### src/rtl/lock_engine_pkg.sv
package lock_engine_pkg;

    typedef enum logic [2:0] {
        ST_IDLE      = 3'd0,
        ST_PROBE     = 3'd1,
        ST_WAIT_RESP = 3'd2,
        ST_BACKOFF   = 3'd3,
        ST_HELD      = 3'd4,
        ST_RELEASE   = 3'd5
    } lock_state_e;

    typedef enum logic {
        OP_TEST_SET   = 1'b0,
        OP_STORE_ZERO = 1'b1
    } mem_op_e;

endpackage

### src/rtl/backoff_timer.sv
module backoff_timer #(
    parameter int INIT_DELAY = 1,
    parameter int MAX_DELAY  = 64
) (
    input  logic clk,
    input  logic rst_n,
    input  logic load_i,
    input  logic restart_i,
    input  logic run_i,
    output logic done_o
);
    localparam int DW = $clog2(MAX_DELAY + 1);
    localparam logic [DW-1:0] INIT_V = DW'(INIT_DELAY);
    localparam logic [DW-1:0] MAX_V  = DW'(MAX_DELAY);

    if (INIT_DELAY < 1 || MAX_DELAY < INIT_DELAY) begin : g_bad_limits
        $error("backoff_timer: need 1 <= INIT_DELAY <= MAX_DELAY");
    end

    logic [DW-1:0] delay_q;
    logic [DW-1:0] cnt_q;
    logic [DW-1:0] next_delay;
    logic [DW:0]   doubled;

    assign doubled = {delay_q, 1'b0};

    always_comb begin
        if (doubled > {1'b0, MAX_V}) begin
            next_delay = MAX_V;
        end else begin
            next_delay = doubled[DW-1:0];
        end
    end

    // Pause length for the next failure; doubles per failure, restarts on success.
    always_ff @(posedge clk) begin
        if (!rst_n) begin
            delay_q <= INIT_V;
        end else if (restart_i) begin
            delay_q <= INIT_V;
        end else if (load_i) begin
            delay_q <= next_delay;
        end
    end

    // Countdown of the pause currently running.
    always_ff @(posedge clk) begin
        if (!rst_n) begin
            cnt_q <= '0;
        end else if (load_i) begin
            cnt_q <= delay_q;
        end else if (run_i && cnt_q != '0) begin
            cnt_q <= cnt_q - 1'b1;
        end
    end

    assign done_o = run_i && (cnt_q == DW'(1));

endmodule

### src/rtl/tas_port.sv
module tas_port
    import lock_engine_pkg::*;
(
    input  mem_op_e req_op_i,
    input  logic    req_issue_i,
    input  logic    rsp_expect_i,
    input  logic    mem_ready_i,
    input  logic    mem_rsp_valid_i,
    input  logic    mem_rsp_old_i,
    output logic    mem_req_o,
    output logic    mem_op_o,
    output logic    req_accept_o,
    output logic    rsp_success_o,
    output logic    rsp_fail_o
);
    assign mem_req_o    = req_issue_i;
    assign mem_op_o     = req_op_i;
    assign req_accept_o = req_issue_i & mem_ready_i;

    // A response only counts while one is outstanding.
    assign rsp_success_o = rsp_expect_i & mem_rsp_valid_i & ~mem_rsp_old_i;
    assign rsp_fail_o    = rsp_expect_i & mem_rsp_valid_i &  mem_rsp_old_i;

endmodule

### src/rtl/lock_fsm.sv
module lock_fsm
    import lock_engine_pkg::*;
(
    input  logic    clk,
    input  logic    rst_n,
    input  logic    acquire_i,
    input  logic    release_i,
    input  logic    req_accept_i,
    input  logic    rsp_success_i,
    input  logic    rsp_fail_i,
    input  logic    backoff_done_i,
    output logic    granted_o,
    output logic    req_issue_o,
    output mem_op_e req_op_o,
    output logic    rsp_expect_o,
    output logic    backoff_load_o,
    output logic    backoff_run_o,
    output logic    delay_restart_o
);
    lock_state_e state_q, state_d;

    always_ff @(posedge clk) begin
        if (!rst_n) begin
            state_q <= ST_IDLE;
        end else begin
            state_q <= state_d;
        end
    end

    always_comb begin
        state_d = state_q;
        unique case (state_q)
            ST_IDLE:      if (acquire_i)      state_d = ST_PROBE;
            ST_PROBE:     if (req_accept_i)   state_d = ST_WAIT_RESP;
            ST_WAIT_RESP: begin
                if (rsp_success_i)      state_d = ST_HELD;
                else if (rsp_fail_i)    state_d = ST_BACKOFF;
            end
            ST_BACKOFF:   if (backoff_done_i) state_d = ST_PROBE;
            ST_HELD:      if (release_i)      state_d = ST_RELEASE;
            ST_RELEASE:   if (req_accept_i)   state_d = ST_IDLE;
            default:                          state_d = ST_IDLE;
        endcase
    end

    always_comb begin
        granted_o       = 1'b0;
        req_issue_o     = 1'b0;
        req_op_o        = OP_TEST_SET;
        rsp_expect_o    = 1'b0;
        backoff_load_o  = 1'b0;
        backoff_run_o   = 1'b0;
        delay_restart_o = 1'b0;
        unique case (state_q)
            ST_IDLE: ;
            ST_PROBE: begin
                req_issue_o = 1'b1;
                req_op_o    = OP_TEST_SET;
            end
            ST_WAIT_RESP: begin
                rsp_expect_o    = 1'b1;
                backoff_load_o  = rsp_fail_i;
                delay_restart_o = rsp_success_i;
            end
            ST_BACKOFF: backoff_run_o = 1'b1;
            ST_HELD:    granted_o     = 1'b1;
            ST_RELEASE: begin
                req_issue_o = 1'b1;
                req_op_o    = OP_STORE_ZERO;
            end
            default: ;
        endcase
    end

endmodule

### src/rtl/backoff_lock_engine.sv
module backoff_lock_engine
    import lock_engine_pkg::*;
#(
    parameter int INIT_DELAY = 1,
    parameter int MAX_DELAY  = 64
) (
    input  logic clk,
    input  logic rst_n,
    input  logic acquire_i,
    input  logic release_i,
    output logic granted_o,
    output logic mem_req_o,
    output logic mem_op_o,
    input  logic mem_ready_i,
    input  logic mem_rsp_valid_i,
    input  logic mem_rsp_old_i
);
    mem_op_e req_op;
    logic    req_issue;
    logic    rsp_expect;
    logic    req_accept;
    logic    rsp_success;
    logic    rsp_fail;
    logic    backoff_load;
    logic    backoff_run;
    logic    backoff_done;
    logic    delay_restart;

    lock_fsm u_fsm (
        .clk             (clk),
        .rst_n           (rst_n),
        .acquire_i       (acquire_i),
        .release_i       (release_i),
        .req_accept_i    (req_accept),
        .rsp_success_i   (rsp_success),
        .rsp_fail_i      (rsp_fail),
        .backoff_done_i  (backoff_done),
        .granted_o       (granted_o),
        .req_issue_o     (req_issue),
        .req_op_o        (req_op),
        .rsp_expect_o    (rsp_expect),
        .backoff_load_o  (backoff_load),
        .backoff_run_o   (backoff_run),
        .delay_restart_o (delay_restart)
    );

    tas_port u_port (
        .req_op_i        (req_op),
        .req_issue_i     (req_issue),
        .rsp_expect_i    (rsp_expect),
        .mem_ready_i     (mem_ready_i),
        .mem_rsp_valid_i (mem_rsp_valid_i),
        .mem_rsp_old_i   (mem_rsp_old_i),
        .mem_req_o       (mem_req_o),
        .mem_op_o        (mem_op_o),
        .req_accept_o    (req_accept),
        .rsp_success_o   (rsp_success),
        .rsp_fail_o      (rsp_fail)
    );

    backoff_timer #(
        .INIT_DELAY (INIT_DELAY),
        .MAX_DELAY  (MAX_DELAY)
    ) u_timer (
        .clk       (clk),
        .rst_n     (rst_n),
        .load_i    (backoff_load),
        .restart_i (delay_restart),
        .run_i     (backoff_run),
        .done_o    (backoff_done)
    );

endmodule

### config.mk
export PLATFORM = sky130hd
export DESIGN_NAME = backoff_lock_engine
export DESIGN_NICKNAME = d
export VERILOG_FILES = /design/src/rtl/lock_engine_pkg.sv /design/src/rtl/backoff_timer.sv /design/src/rtl/tas_port.sv /design/src/rtl/lock_fsm.sv /design/src/rtl/backoff_lock_engine.sv
export SDC_FILE = /design/constraint.sdc
export NUM_CORES = 1
export LEC_CHECK = 0
export ABC_CLOCK_PERIOD_IN_PS = 3200
export BUFFER_PORTS_ARGS = -buffer_cell sky130_fd_sc_hd__buf_2
export CORE_ASPECT_RATIO = 1.1
export CORE_MARGIN = 2
export CORE_UTILIZATION = 50
export CTS_BUF_LIST = sky130_fd_sc_hd__clkbuf_4
export DETAILED_ROUTE_END_ITERATION = 6
export PLACE_DENSITY = 0.68
export SLEW_MARGIN = 20
export SYNTH_ARGS = -nofsm -noshare
export SYNTH_HDL_FRONTEND = slang
export SYNTH_HIERARCHICAL = 1
export SYNTH_SLANG_ARGS = --single-unit
### constraint.sdc
create_clock -name clk -period 3.2 [get_ports clk]
set_input_delay 0.64 -clock clk [delete_from_list [all_inputs] [get_ports clk]]
set_output_delay 0.64 -clock clk [all_outputs]
set_load 0.01 [all_outputs]
; ---- Word level (Yosys, flattened, before mapping)
; Cells that the tools add are included.
[totals]
reg_bits = 17
input_bits = 7
output_inout_bits = 3
elab_cells = 49
[classes]
addsub = 1
order_cmp = 1
eq_ne = 12
muxes = 18
bitwise = 6
n_reduce_logical = 8
[op_table]
columns = cell, count
row1 = $mux W3, 7
row2 = $mux W7, 3
row3 = $pmux W3 S6, 1
row4 = $ne A2 B2 Y1 const B, 5
row5 = $gt A8 B7 Y1 const B, 1
row6 = $eq A7 B1 Y1 const B, 1
row7 = $mux W1, 7
row8 = $reduce_bool A7 Y1, 1
row9 = $sub A7 B1 Y7 const B, 1
row10 = $eq A3 B2 Y1 const B, 2
row11 = $eq A3 B3 Y1 const B, 2
row12 = $reduce_and A6 Y1, 1
row13 = $and A1 B1 Y1, 4
row14 = $reduce_or A2 Y1, 2
row15 = $eq A3 B1 Y1 const B, 1
row16 = $logic_not A3 Y1, 1
row17 = $ne A3 B1 Y1 const B, 1
row18 = $logic_and A1 B1 Y1, 2
row19 = $not A1 Y1, 2
row20 = $reduce_bool A2 Y1, 1

; ---- Depth between registers and ports, before layout
[logic_depth]
ltp_word = 7
depth_mapped = 8
mapped_depth_nobuf = 6

; ---- Hierarchy
; The synthesis kept the hierarchy.
[modules_own_cells]
columns = mod, instances, cells_per_inst, area_each_um2, seq_area_each_um2
row1 = backoff_timer, 1, 90, 754.5, 280.3
row2 = lock_fsm, 1, 25, 232.7, 60.1
row3 = tas_port, 1, 5, 37.5, 0.0

; ---- Worst setup path before layout
; OpenSTA, ideal clock, no wires.
[synth_path]
path_type = register -> register
from = register u_fsm.state_q[1]
to = register u_fsm.state_q[1]
setup_ps = 116
arrival_time_ps = 1964
t_required_ps = 3084
path_slack_ps = 1120
stages_incl_launch_ff = 8
n_path_buf = 1
synth_period_minus_slack_ps = 2080
cell_sequence = dfxtp_1 -> buf_4 -> and3b_1 -> or4b_2 -> nor4b_1 -> mux2_4 -> mux2i_1 -> and3b_1
[synth_via]
word_cells_on_any_way = 24
cone_classes = eq/ne (11) / mux (5) / bitwise (4) / reduce/logical (4)
[synth_rtl]
columns = item, line_no
row1 = from (decl), lock_fsm.sv:20  ; lock_state_e state_q, state_d;
row2 = from (signal assigned), lock_fsm.sv:26  ; state_q <= state_d;
row3 = $eq A3 B2 Y1, lock_fsm.sv:54  ; unique case (state_q)
row4 = $mux W1, lock_fsm.sv:54
row5 = net backoff_run, backoff_lock_engine.sv:25  ; logic backoff_run;
row6 = $logic_and A1 B1 Y1, backoff_timer.sv:57  ; assign done_o = run_i && (cnt_q == DW'(1));
row7 = net backoff_done, backoff_lock_engine.sv:26  ; logic backoff_done;
row8 = $ne A2 B2 Y1 (no source line), n/a
row9 = $reduce_and A6 Y1 (no source line), n/a
; The timed path passes the listed nets, and every way through them passes these cells.
; A chain may end at the register's enable or synchronous reset.

; ---- Worst setup path in the final report
[layout_path]
from = register u_fsm.state_q[0]
to = register u_fsm.state_q[1]
; The elaborated chain is that of the path after synthesis.

==> flow_summary.ini <==
[logic_synthesis]
synthSimpleGateAreaFrac = 0.357
synth-xor-area-share = 0
synth_edf_count = 0
synth_compound_area_frac = 0.186
syn_area_sq_mm = 0.00102
synth_ff_type = dfxtp_1
synth_warnings = 6
synth_top_family_by_area = simple AND/OR/NAND/NOR gates
seq_area_frac_synth = 0.332
ys_ff_latch = 17
syn_inst = 120
synthArstFlopShare = 0
synth_nets = 130
yosysUniqueCellTypes = 41
muxShareOfSynthArea = 0.0342
syn_avg_cell_area_sq_um = 8.54
synth-adder-area-share = 0.0366

[power]
p_per_area_mw_per_mm2 = 338
peakVddDrop_uv = 211
p_sw_frac = 0.233
p_sw_mw = 0.0867
p_int_mw = 0.285
leakage_nw = 0.427
pwr-share-clk = 0.329
power_frac_comb = 0.080
pwr-share-seq = 0.591

[floorplan]
num_io_pins = 10
die_h_um = 51.5
initial_utilization = 0.518
row_count = 17
core_sq_mm = 0.00198
die-area_sq_mm = 0.00243
die_w_um = 47.2

[final_layout]
syn2layout_area_growth_pct = 7.45
drive_above_1_share = 0.172
fin_nets = 139
final_cell_mix = 17 x dfxtp_1, 10 x nor2_1, 9 x buf_2, 9 x nor2b_1, 9 x a21oi_1
nFillCells = 205
num_antenna_cells = 0
final_common_cell = dfxtp_1

[clock_tree]
cts_buffer_depth = 2
cts_root_buf = clkbuf_4
cts_tree = built
cts_resized = 0
h-tree-depth = 1
cts_setup_buffers = 0
cts_buffers = 3
path_clk_slew_ps = 100
insertion_delay_ps = 290
ctsHoldBuffers = 0
cts.sinks = 17

[sta]
rsz0062_at_grt = false
slew_headroom = 0.587
finalCritPeriodShare = 0.756
period_needed_ps = 2420
worst_pin_slew_ps = 614
finalSetupViolCount = 0
slew_viol_final = 0
setup_tns_ps = 0
skew_ps = 2.88
hold_viol = 0
max_freq_mhz = 414
setup_ws_ps = 782

[critical_path]
cp-end-kind = flop
max_stage_delay_ps = 640
crit_top_cell = and3b_1
path_class = reg -> reg
critPathRequiredTime_ps = 3390
cp_slowest_cell = or4b_2
path_max_fanout = 10
arrival_ps = 2610
crit_path_cell_trace = and3b_1 > or4b_2 > nor4b_1 > mux2_4 > mux2i_1 > and3b_1
start_kind = flop

[global_routing]
grt_pass1_wl_mm = 3.51
antenna_found_initial = 0
grt_use_total = 0.206
grt_overflow = 0
grt_max_degree = 15
grt_pass1_vias = 843

[placement]
port_buffers = 9
place.gp.congestion = 0.839
dp_hpwl_mm = 1.57
dp_slack_ps = 788

[detailed_routing]
wl_per_cell_um = 13.9
first_iter_violations = 20
vias_per_cell = 5.72
drcViolationCount = 0
drt_wl_total_mm = 2.17
dr.pass1.iters = 6
antenna_left = 0
vias = 892

[outcome]
status = finished clean

[worst_hold_path]
hold_path_class = reg -> reg

[flow_run]
cap_violations = 0
==> cell families (layout without fill, tap and decap cells) <==
group / Yosys count / count (layout)
AOI/OAI and AO/OA: 30 / 30
adders and majority gates: 3 / 3
buffers and inverters: 10 / 18
DFF: 17 / 17
muxes: 3 / 3
and+or+nand+nor: 57 / 57
==> final timing paths <==
check / slack (ps) / from / depth (start not counted) / end
setup / recovery: 780 / u_fsm/state_q[0] / 6 / u_fsm/state_q[1]
hold reg to reg: 490 / u_timer/delay_q[1] / 2 / u_timer/delay_q[1]
setup reg to reg: 780 / u_fsm/state_q[0] / 6 / u_fsm/state_q[1]
hold / removal: 490 / u_timer/delay_q[1] / 2 / u_timer/delay_q[1]
==> power by group through the flow <==
stage / sequential, mW / clock (mW) / combinational [mW]
finish: 0.220 / 0.123 / 0.0298
global route: 0.220 / 0.135 / 0.0338
CTS: 0.220 / 0.130 / 0.0300
detailed placement: 0.225 / 0 / 0.0299
global placement: 0.224 / 0 / 0.0291
floorplan: 0.220 / 0 / 0.0279
==> cell type report <==
| cell class | count | area (sq um) | share of cell area |
|---|---|---|---|
| Clock buffer | 4 | 30.0 | 0.0273 |
| Multi-Input combinational cell | 93 | 628 | 0.570 |
| Sequential cell | 17 | 340 | 0.309 |
| Tap cell | 28 | 35.0 | 0.0318 |
| Timing Repair Buffer | 10 | 52.6 | 0.0477 |
| Inverter | 4 | 15.0 | 0.0136 |
==> flip-flops by register name, summed over array words and instances, names as in the netlist <==
| signal | cells |
|---|---|
| u_timer/cnt_q | 7 |
| u_timer/delay_q | 7 |
| u_fsm/state_q | 3 |
==> synth_stat cells, drive strengths merged, types with 3 or more instances <==
master / instances / share of area
a21oi: 9 / 0.044
a31oi: 7 / 0.043
and2: 3 / 0.018
and3b: 5 / 0.043
buf: 5 / 0.037
dfxtp: 17 / 0.33
ha: 3 / 0.037
inv: 4 / 0.015
nand2: 5 / 0.018
nand3: 4 / 0.020
nor2: 10 / 0.037
nor2b: 9 / 0.055
nor3b: 5 / 0.042
o21ai: 5 / 0.024
==> layer usage <==
metal | vias up | track usage | share of wire
met3 | 2 | 0.0424 | 0.027
met1 | 419 | 0.253 | 0.47
met5 | - | 0 | 0
li1 | 459 | - | -
met4 | 0 | 0.106 | 0.0078
met2 | 12 | 0.326 | 0.49
==> stage by stage <==
step	instances	util	area (sq um)	hold WS (ps)	power, mW
global placement	152	0.541	1070	473	0.253
global route	156	0.557	1100	511	0.390
CTS	156	0.557	1100	495	0.380
detailed placement	152	0.541	1070	479	0.255
finish	156	0.557	1100	487	0.372
floorplan	120	-	1020	445	0.248
==> critical path, delay by kind of cell (launching register included) <==
family,cells,cell delay (ps)
flip-flops,1,530
multiplexers,2,250
AND/OR/NAND/NOR,4,1540
Power figures use the tool's default switching activity.
